### src/rtl/txab_pkg.sv
package txab_pkg;
  typedef enum logic [2:0] {
    SQ_IDLE  = 3'd0,
    SQ_MASK  = 3'd1,
    SQ_CHECK = 3'd2,
    SQ_ARM   = 3'd3,
    SQ_WAIT  = 3'd4
  } txab_state_e;
endpackage

### src/rtl/txab_bank_mgr.sv
module txab_bank_mgr #(
  parameter int NBANKS = 2,
  parameter int DW     = 8
) (
  input  logic                         clk,
  input  logic                         rst,
  input  logic                         commit,
  input  logic [DW-1:0]                wdata,
  input  logic                         pop,
  input  logic                         kill_set,
  output logic [DW-1:0]                rdata,
  output logic                         rvalid,
  output logic [$clog2(NBANKS+1)-1:0]  cnt,
  output logic                         kill_req
);
  localparam int CW = $clog2(NBANKS + 1);
  localparam int PW = (NBANKS > 1) ? $clog2(NBANKS) : 1;
  localparam logic [CW-1:0] FULL = CW'(NBANKS);
  localparam logic [PW-1:0] LAST = PW'(NBANKS - 1);

  logic [DW-1:0] mem [NBANKS];
  logic [PW-1:0] wr_ptr, rd_ptr;
  logic          kill_ph;
  logic          wr_fire, rd_fire, kill_dec;

  function automatic logic [PW-1:0] ptr_inc(input logic [PW-1:0] p);
    return (p == LAST) ? '0 : p + PW'(1);
  endfunction

  function automatic logic [PW-1:0] ptr_dec(input logic [PW-1:0] p);
    return (p == '0) ? LAST : p - PW'(1);
  endfunction

  assign wr_fire  = commit && (cnt < FULL) && !kill_req;
  assign rd_fire  = pop && (cnt != '0) && !kill_req;
  assign kill_dec = kill_req && !kill_ph && (cnt != '0);

  // storage: write port and registered read port, no reset
  always_ff @(posedge clk) begin
    if (wr_fire) mem[wr_ptr] <= wdata;
    if (rd_fire) rdata <= mem[rd_ptr];
  end

  always_ff @(posedge clk) begin
    if (rst) begin
      wr_ptr   <= '0;
      rd_ptr   <= '0;
      cnt      <= '0;
      rvalid   <= 1'b0;
      kill_req <= 1'b0;
      kill_ph  <= 1'b0;
    end else begin
      rvalid <= rd_fire;
      if (kill_req) begin
        if (!kill_ph) begin
          kill_ph <= 1'b1;
          if (kill_dec) begin
            cnt    <= cnt - CW'(1);
            wr_ptr <= ptr_dec(wr_ptr);
          end
        end else begin
          kill_ph  <= 1'b0;
          kill_req <= 1'b0;
        end
      end else begin
        if (kill_set) kill_req <= 1'b1;
        if (wr_fire) wr_ptr <= ptr_inc(wr_ptr);
        if (rd_fire) rd_ptr <= ptr_inc(rd_ptr);
        if (wr_fire && !rd_fire)      cnt <= cnt + CW'(1);
        else if (rd_fire && !wr_fire) cnt <= cnt - CW'(1);
      end
    end
  end

  AST_NO_OVERFLOW: assert property (@(posedge clk) disable iff (rst)
    cnt <= FULL);
  AST_KILL_HOLDS: assert property (@(posedge clk) disable iff (rst)
    $rose(kill_req) |=> kill_req);
  AST_CNT_FROZEN_IN_KILL: assert property (@(posedge clk) disable iff (rst)
    $past(kill_req) && kill_req |-> cnt <= $past(cnt));
endmodule

### src/rtl/txab_seq.sv
module txab_seq
  import txab_pkg::*;
#(
  parameter int CW = 2
) (
  input  logic          clk,
  input  logic          rst,
  input  logic          abort_req,
  input  logic          ien_set,
  input  logic [CW-1:0] busy_cnt,
  input  logic          kill_req,
  output logic          kill_set,
  output logic          txrdy_ien,
  output logic          abort_busy,
  output logic          abort_done
);
  txab_state_e state;

  always_ff @(posedge clk) begin
    if (rst) begin
      state      <= SQ_IDLE;
      kill_set   <= 1'b0;
      txrdy_ien  <= 1'b0;
      abort_busy <= 1'b0;
      abort_done <= 1'b0;
    end else begin
      kill_set   <= 1'b0;
      abort_done <= 1'b0;
      case (state)
        SQ_IDLE: begin
          if (abort_req) begin
            state      <= SQ_MASK;
            abort_busy <= 1'b1;
          end else if (ien_set) begin
            txrdy_ien <= 1'b1;
          end
        end
        SQ_MASK: begin
          txrdy_ien <= 1'b0;
          state     <= SQ_CHECK;
        end
        SQ_CHECK: begin
          if (busy_cnt == '0) begin
            state      <= SQ_IDLE;
            abort_busy <= 1'b0;
            abort_done <= 1'b1;
          end else begin
            kill_set <= 1'b1;
            state    <= SQ_ARM;
          end
        end
        SQ_ARM:  if (kill_req)  state <= SQ_WAIT;
        SQ_WAIT: if (!kill_req) state <= SQ_CHECK;
        default: state <= SQ_IDLE;
      endcase
    end
  end

  AST_MASKED_IN_LOOP: assert property (@(posedge clk) disable iff (rst)
    (state == SQ_CHECK || state == SQ_ARM || state == SQ_WAIT) |-> !txrdy_ien);
  AST_DONE_PULSE: assert property (@(posedge clk) disable iff (rst)
    abort_done |=> !abort_done && !abort_busy);
endmodule

### src/rtl/txab_top.sv
module txab_top #(
  parameter int NBANKS = 2,
  parameter int DW     = 8
) (
  input  logic                        clk,
  input  logic                        rst,
  input  logic                        abort_req,
  input  logic                        ien_set,
  input  logic                        bank_commit,
  input  logic [DW-1:0]               bank_wdata,
  input  logic                        host_pop,
  output logic [DW-1:0]               tx_data,
  output logic                        tx_valid,
  output logic [$clog2(NBANKS+1)-1:0] busy_cnt,
  output logic                        txrdy_ien,
  output logic                        kill_pend,
  output logic                        abort_busy,
  output logic                        abort_done
);
  localparam int CW = $clog2(NBANKS + 1);

  logic kill_set;
  logic commit_ok;

  assign commit_ok = bank_commit && !abort_busy;

  txab_seq #(.CW(CW)) u_seq (
    .clk        (clk),
    .rst        (rst),
    .abort_req  (abort_req),
    .ien_set    (ien_set),
    .busy_cnt   (busy_cnt),
    .kill_req   (kill_pend),
    .kill_set   (kill_set),
    .txrdy_ien  (txrdy_ien),
    .abort_busy (abort_busy),
    .abort_done (abort_done)
  );

  txab_bank_mgr #(.NBANKS(NBANKS), .DW(DW)) u_banks (
    .clk      (clk),
    .rst      (rst),
    .commit   (commit_ok),
    .wdata    (bank_wdata),
    .pop      (host_pop),
    .kill_set (kill_set),
    .rdata    (tx_data),
    .rvalid   (tx_valid),
    .cnt      (busy_cnt),
    .kill_req (kill_pend)
  );

  AST_DONE_EMPTY: assert property (@(posedge clk) disable iff (rst)
    abort_done |-> busy_cnt == '0);
  AST_NO_GROWTH: assert property (@(posedge clk) disable iff (rst)
    abort_busy && $past(abort_busy) |-> busy_cnt <= $past(busy_cnt));
  AST_KILL_IN_ABORT: assert property (@(posedge clk) disable iff (rst)
    kill_set |-> abort_busy);
endmodule

### config.mk
export PLATFORM = sky130hd
export DESIGN_NAME = txab_top
export DESIGN_NICKNAME = d
export VERILOG_FILES = /design/src/rtl/txab_pkg.sv /design/src/rtl/txab_bank_mgr.sv /design/src/rtl/txab_seq.sv /design/src/rtl/txab_top.sv
export SDC_FILE = /design/constraint.sdc
export NUM_CORES = 1
export LEC_CHECK = 0
export BUFFER_PORTS_ARGS = -buffer_cell sky130_fd_sc_hd__buf_2
export CORE_MARGIN = 10
export CORE_UTILIZATION = 45
export DETAILED_ROUTE_END_ITERATION = 8
export PLACE_DENSITY = 0.65
export SYNTH_ARGS = -nofsm -noshare
export SYNTH_HDL_FRONTEND = slang
export SYNTH_HIERARCHICAL = 1
export SYNTH_SLANG_ARGS = --single-unit
### constraint.sdc
create_clock -name clk -period 2.25 [get_ports clk]
set_input_delay 0.1125 -clock clk [delete_from_list [all_inputs] [get_ports clk]]
set_output_delay 0.1125 -clock clk [all_outputs]
set_load 0.005 [all_outputs]
# Word level (Yosys, flattened, before mapping)
# Memories as Yosys holds them, arrays and structs flattened. A register that Yosys moved wholly into a read port is not among the register bits.
# Cells that the tools add are included.
[word_totals] in_bits=14 mem_bits_rw=16 regBits=14 mem_count=1
[op_classes] n_bitwise=2 n_reduce_logical=28 n_addsub=5 order_cmp=1 muxes=30 n_eq_ne=12
[memory_table] memory="u_banks.mem" words=2 word_bits=8 rd=1 rd_clocked_by_memory_dff=1 write_ports=1 line_no="txab_bank_mgr.sv:21" text="logic [DW-1:0] mem [NBANKS];"
[op_table] cell="1-bit 2-to-1 mux" n=18
[op_table] cell="3-bit case mux with 5 select lines" n=1
[op_table] cell="3-bit AND reduction" n=5
[op_table] cell="2-bit 2-to-1 mux" n=6
[op_table] cell="2-bit != test, second input constant" n=6
[op_table] cell="1-bit logical AND" n=9
[op_table] cell="3-bit 2-to-1 mux" n=3
[op_table] cell="2-bit nonzero test" n=4
[op_table] cell="3-bit by 2-bit == test with 1-bit output, second input constant" n=2
[op_table] cell="1-bit zero test" n=5
[op_table] cell="2-bit by 1-bit != test with 1-bit output, second input constant" n=2
[op_table] cell="1-bit case mux with 2 select lines" n=2
[op_table] cell="3-bit by 1-bit == test with 1-bit output, second input constant" n=1
[op_table] cell="3-bit == test, second input constant" n=1
[op_table] cell="3-bit zero test" n=1
[op_table] cell="3-bit nonzero test" n=1
[op_table] cell="1-bit adder, second input constant" n=2
[op_table] cell="2-bit by 1-bit adder with 2-bit output, second input constant" n=1
[op_table] cell="2-bit zero test" n=1
[op_table] cell="2-bit < comparator, second input constant" n=1
[op_table] cell="1-bit NOT" n=2
[op_table] cell="2-bit AND reduction" n=1
[op_table] cell="2-bit OR reduction" n=1
[op_table] cell="2-bit by 1-bit subtractor with 2-bit output, second input constant" n=1
[op_table] cell="1-bit subtractor, second input constant" n=1

# Depth between registers and ports, before layout
[logic_depth] depth_word=9 mapped_depth=6 ltp_nobuf=6

# Cells and area by module
# Netlist, hierarchy kept.
[by_module_without_submodules] module="txab_bank_mgr" n_inst=1 cells_per_inst=72 area_each_um2=1167.4
[by_module_without_submodules] module="txab_seq" n_inst=1 cells_per_inst=40 area_each_um2=357.8
[by_module_without_submodules] module="txab_top" n_inst=1 cells_per_inst=1 area_each_um2=13.8

# Worst setup path before layout
# Ideal clock, no wire load.
[synth_path] path_kind="register -> register" start="register u_banks.cnt[1]" end="register u_banks.rdata[0] (read register of u_banks.mem), enable pin" t_arrival_ps=1353 path_slack_ps=522 setup_time_ps=375 synth_period_minus_slack_ps=1728 stages_incl_launch_ff=5 n_path_buf=0 cell_sequence="dfxtp_1 inv_1 ha_1 nand2b_1 nor2_1"
[synth_via] elab_chain_len=3
[synth_lines] item="start: declaration" line_no="txab_bank_mgr.sv:13" text="output logic [$clog2(NBANKS+1)-1:0] cnt,"
[synth_lines] item="start signal: assignment" line_no="txab_bank_mgr.sv:58" text="cnt <= cnt - CW'(1);"
[synth_lines] item="start signal: assignment" line_no="txab_bank_mgr.sv:69" text="if (wr_fire && !rd_fire) cnt <= cnt + CW'(1);"
[synth_lines] item="start signal: assignment" line_no="txab_bank_mgr.sv:70" text="else if (rd_fire && !wr_fire) cnt <= cnt - CW'(1);"
[synth_lines] item="2-bit nonzero test" line_no="txab_bank_mgr.sv:35" text="assign rd_fire = pop && (cnt != '0) && !kill_req;"
[synth_lines] item="1-bit logical AND (2 in a row)" line_no="txab_bank_mgr.sv:35"
[synth_lines] item="net u_banks.rd_fire" line_no="txab_bank_mgr.sv:24" text="logic wr_fire, rd_fire, kill_dec;"
[synth_lines] item="end: declaration" line_no="txab_bank_mgr.sv:11" text="output logic [DW-1:0] rdata,"
# The timed path passes the listed nets, and every way through them passes these cells.
# A chain may end at the register's enable or synchronous reset.

# Final worst setup path
[layout_path] start="register u_banks.cnt[1]" end="register u_banks.cnt[1]"
[layout_via] elab_chain_len=7
[layout_lines] item="2-bit < comparator or 2-bit nonzero test (tied branches)" line_no="txab_bank_mgr.sv:34, txab_bank_mgr.sv:35, txab_bank_mgr.sv:36"
[layout_lines] item="1-bit logical AND, on equally long branches (2 in a row)" line_no="txab_bank_mgr.sv:34, txab_bank_mgr.sv:35"
[layout_lines] item="1-bit zero test, on equally long branches" line_no="txab_bank_mgr.sv:70, txab_bank_mgr.sv:69"
[layout_lines] item="1-bit logical AND, on equally long branches" line_no="txab_bank_mgr.sv:70, txab_bank_mgr.sv:69"
[layout_lines] item="3-bit nonzero test (no source line) or 2-bit 2-to-1 mux (tied branches)"
[layout_lines] item="3-bit AND reduction (no source line) or 2-bit 2-to-1 mux (tied branches)"
# Several ways; a longest one is shown, not always the timed one. The select of a mux whose other input is x is not followed.

==> results.py <==
metrics = {
    "global_routing": {
        "busiest_layer": "met2",
        "grt_overflow_total": 0,
        "track_usage_pct": 9.70,
        "grt.met1_usage_pct": 9.34,
        "met3_usage_pct": 4.90,
        "grt_pass1_vias": 1057,
        "grt_first_pass_wirelength_um": 4720,
        "grt_use_met2_pct": 16.8,
        "grt_start_max_net_pins": 17,
        "antenna_found_initial": 0,
    },
    "worst_setup_path": {
        "timing.rr.end": "u_banks/cnt[1]$_SDFFE_PP0P_",
        "required_ns": 2.49,
        "cp_max_fo": 8,
        "cp.arrival_ns": 2.06,
        "worstRegToRegCells": 6,
        "end_kind": "flop",
        "r2r_start": "u_banks/cnt[1]$_SDFFE_PP0P_",
        "crit_buf_inv": 1,
        "crit_chain": "inv_1 > ha_1 > nand2b_1 > xnor2_1 > o22a_1 > mux2_2",
        "rrSetupSlack_ns": 0.43,
        "slowest_delay_ns": 0.48,
        "critical-path-top-delay-family": "flip-flops",
        "slowest_stage": "dfxtp_1",
        "cp.depth": 6,
        "worstSetupPathType": "reg -> reg",
        "cp-start-kind": "flop",
    },
    "cts": {
        "cts_made_buffers": 5,
        "cts-root-buf": "clkbuf_4",
        "postCtsSetupBuffers": 0,
        "cts_tree": "done",
        "cts_buffer_depth": 2,
        "worstSkewPairLatency_ns": 0.34,
        "cts_sinks": 38,
        "hold_buffers": 8,
        "cts_resized": 0,
        "clk_pin_slew_worst_paths_ns": 0.11,
        "ctsHtreeMaxLevel": 2,
    },
    "routing": {
        "drc": 0,
        "avgRoutedWirePerCell_um": 13.5,
        "viasPerCell": 4.75,
        "num_vias": 949,
        "firstDrtPassIters": 4,
        "drtIter0Drc": 52,
        "wirelength_um": 2700,
        "ant_nets": 0,
    },
    "floorplanning": {
        "die_h_um": 78.5,
        "dieArea_um2": 6160,
        "initial_core_util_pct": 46.5,
        "fp-row-count": 21,
        "coreArea_um2": 3310,
        "chipWidth_um": 78.5,
        "boundaryPins": 29,
    },
    "yosys": {
        "ys_seq_area_share_pct": 65.0,
        "synth_edf_count": 24,
        "netlist_instances": 113,
        "async_reset_ff_share_pct": 0,
        "synth.lib_cells_used.distinct": 38,
        "ys_seq_elements": 38,
        "synth_warnings": 6,
        "yosysTopAreaCellShare_pct": 46.8,
        "synthFlopType": "edfxtp_1",
        "netlist_area_um2": 1540,
        "syn-num-nets": 128,
        "synth_top_area_cell": "edfxtp_1",
        "synthTopCellsByArea": "edfxtp_1 47%, dfxtp_1 18%, mux2_2 6.6%, nor2_1 3.2%, nand2b_1 2.4%",
        "avgSynthCellArea_um2": 13.6,
    },
    "power": {
        "p_per_area_nw_per_um2": 1210,
        "ir_drop_mv": 0.548,
        "power_uw": 2310,
        "p_leak_uw": 0.000723,
    },
    "timing": {
        "hold_ws_ns": 0.0679,
        "hold_viol": 0,
        "setup_tns_ns": 0,
        "fmax_mhz": 548,
        "worstMarginPinSlew_ns": 0.430,
        "finClkSkew_ns": 0.00802,
        "finalCritPeriodShare_pct": 81.0,
        "slew_headroom_pct": 71.3,
        "rsz0062_at_grt": "no",
        "period_minus_slack_ns": 1.82,
        "drv_slew": 0,
        "setup_viol": 0,
    },
    "min_path": {
        "hold_start": "ien_set",
        "holdPathEnd": "u_seq/txrdy_ien$_SDFFE_PP0P_",
        "worstHoldPathCells": 3,
        "hold_path_class": "in -> reg",
    },
    "final_layout": {
        "final_nets": 168,
        "antennaDiodeCount": 0,
        "syn_to_final_growth_pct": 23.5,
        "num-fill-cells": 291,
        "utilization_pct": 57.4,
        "final_common_cell": "buf_2",
        "layout-drive-gt1-share_pct": 36.4,
        "most-common-layout-cells": "28 x buf_2, 24 x edfxtp_1, 14 x dfxtp_1, 13 x nor2_1, 9 x mux2_2",
    },
    "place": {
        "io_buffer_count": 28,
        "place.gp.congestion": 0.828,
        "hpwl_um": 1890,
    },
    "run_status": {
        "status": "completed",
    },
    "flow_run": {
        "max_cap_viol_count": 0,
    },
}
==> cell families (layout without fill, tap and decap cells) <==
| logic type | count (synthesis) | count (layout) | synth area share, % |
|---|---|---|---|
| flip-flops | 38 | 38 | 65.0 |
| AND/OR/NAND/NOR | 34 | 34 | 13.7 |
| AO/OA/AOI/OAI | 17 | 17 | 7.64 |
| multiplexers | 11 | 11 | 7.97 |
| buffers and inverters | 9 | 50 | 3.09 |
| XOR/XNOR | 3 | 3 | 1.71 |
| adder cells (fa/ha/maj) | 1 | 1 | 0.813 |
==> report_power, final <==
part	internal (uW)	total, uW	switching [uW]	leakage [uW]
combinational	353	651	298	0.000334
clock	342	565	223	0.0000528
sequential	950	1090	141	0.000337
==> registers in the layout, indices dropped and copies added, names as in the netlist <==
register          flops
u_banks/cnt           2
u_banks/kill_ph       1
u_banks/kill_req      1
u_banks/mem          16
u_banks/rd_ptr        1
u_banks/rdata         8
u_banks/rvalid        1
u_banks/wr_ptr        1
u_seq/abort_busy      1
u_seq/abort_done      1
u_seq/kill_set        1
u_seq/state           3
u_seq/txrdy_ien       1
==> worst reg2reg max path, delay by kind of cell, from the launching register on <==
family	cells	cell delay, ns
adders and majority gates	1	0.22
and+or+nand+nor	1	0.22
AOI/OAI and AO/OA	1	0.19
buffers and inverters	1	0.10
xor gates and xnor gates	1	0.18
DFF	1	0.48
muxes	1	0.33
==> routing by layer <==
metal | vias to the layer above | routed length, um
met5 | - | 0
met4 | 0 | 50
met3 | 5 | 195
met2 | 25 | 1320
met1 | 426 | 1130
li1 | 493 | -
==> final cells by class <==
cell class              instances  area [um^2]  area share [%]
clock buffers                   5         37.5            1.97
multi-input cells              66          490            25.8
repair buffers                 38          235            12.4
inverters                       4         15.0           0.790
clock inverters                 3         63.8            3.36
well taps                      46         57.6            3.03
flip-flops and latches         38         1000            52.7
==> Yosys cell counts (3+ instances only) <==
| master | number |
|---|---|
| edfxtp_1 | 24 |
| dfxtp_1 | 14 |
| nor2_1 | 13 |
| mux2_2 | 9 |
| nand2b_1 | 6 |
| a21oi_1 | 4 |
| nor3b_1 | 4 |
| inv_1 | 3 |
| xnor2_1 | 3 |
==> stage by stage <==
| stage | instance area, um^2 | cells | setup slack, ns |
|---|---|---|---|
| 5_1_grt | 1900 | 200 | 0.247 |
| 3_5_place_dp | 1720 | 184 | 0.432 |
| 4_1_cts | 1900 | 200 | 0.416 |
| 3_3_place_gp | 1720 | 184 | 0.548 |
| 2_1_floorplan | 1540 | 113 | 0.522 |
| 6_report | 1900 | 200 | 0.427 |
==> worst max path at each step <==
stage | start | to | slack, ns
2_1_floorplan | u_banks/cnt[1]$_SDFFE_PP0P_ | u_banks/rdata[0]$_DFFE_PP_ | 0.52
3_3_place_gp | u_banks/cnt[1]$_SDFFE_PP0P_ | u_banks/cnt[1]$_SDFFE_PP0P_ | 0.55
3_5_place_dp | u_banks/cnt[1]$_SDFFE_PP0P_ | u_banks/cnt[1]$_SDFFE_PP0P_ | 0.43
4_1_cts | u_banks/cnt[1]$_SDFFE_PP0P_ | u_banks/cnt[1]$_SDFFE_PP0P_ | 0.42
5_1_grt | u_banks/cnt[1]$_SDFFE_PP0P_ | u_banks/cnt[1]$_SDFFE_PP0P_ | 0.25
6_report | u_banks/cnt[1]$_SDFFE_PP0P_ | u_banks/cnt[1]$_SDFFE_PP0P_ | 0.43
No activity file was read; power rests on OpenSTA's default activity.
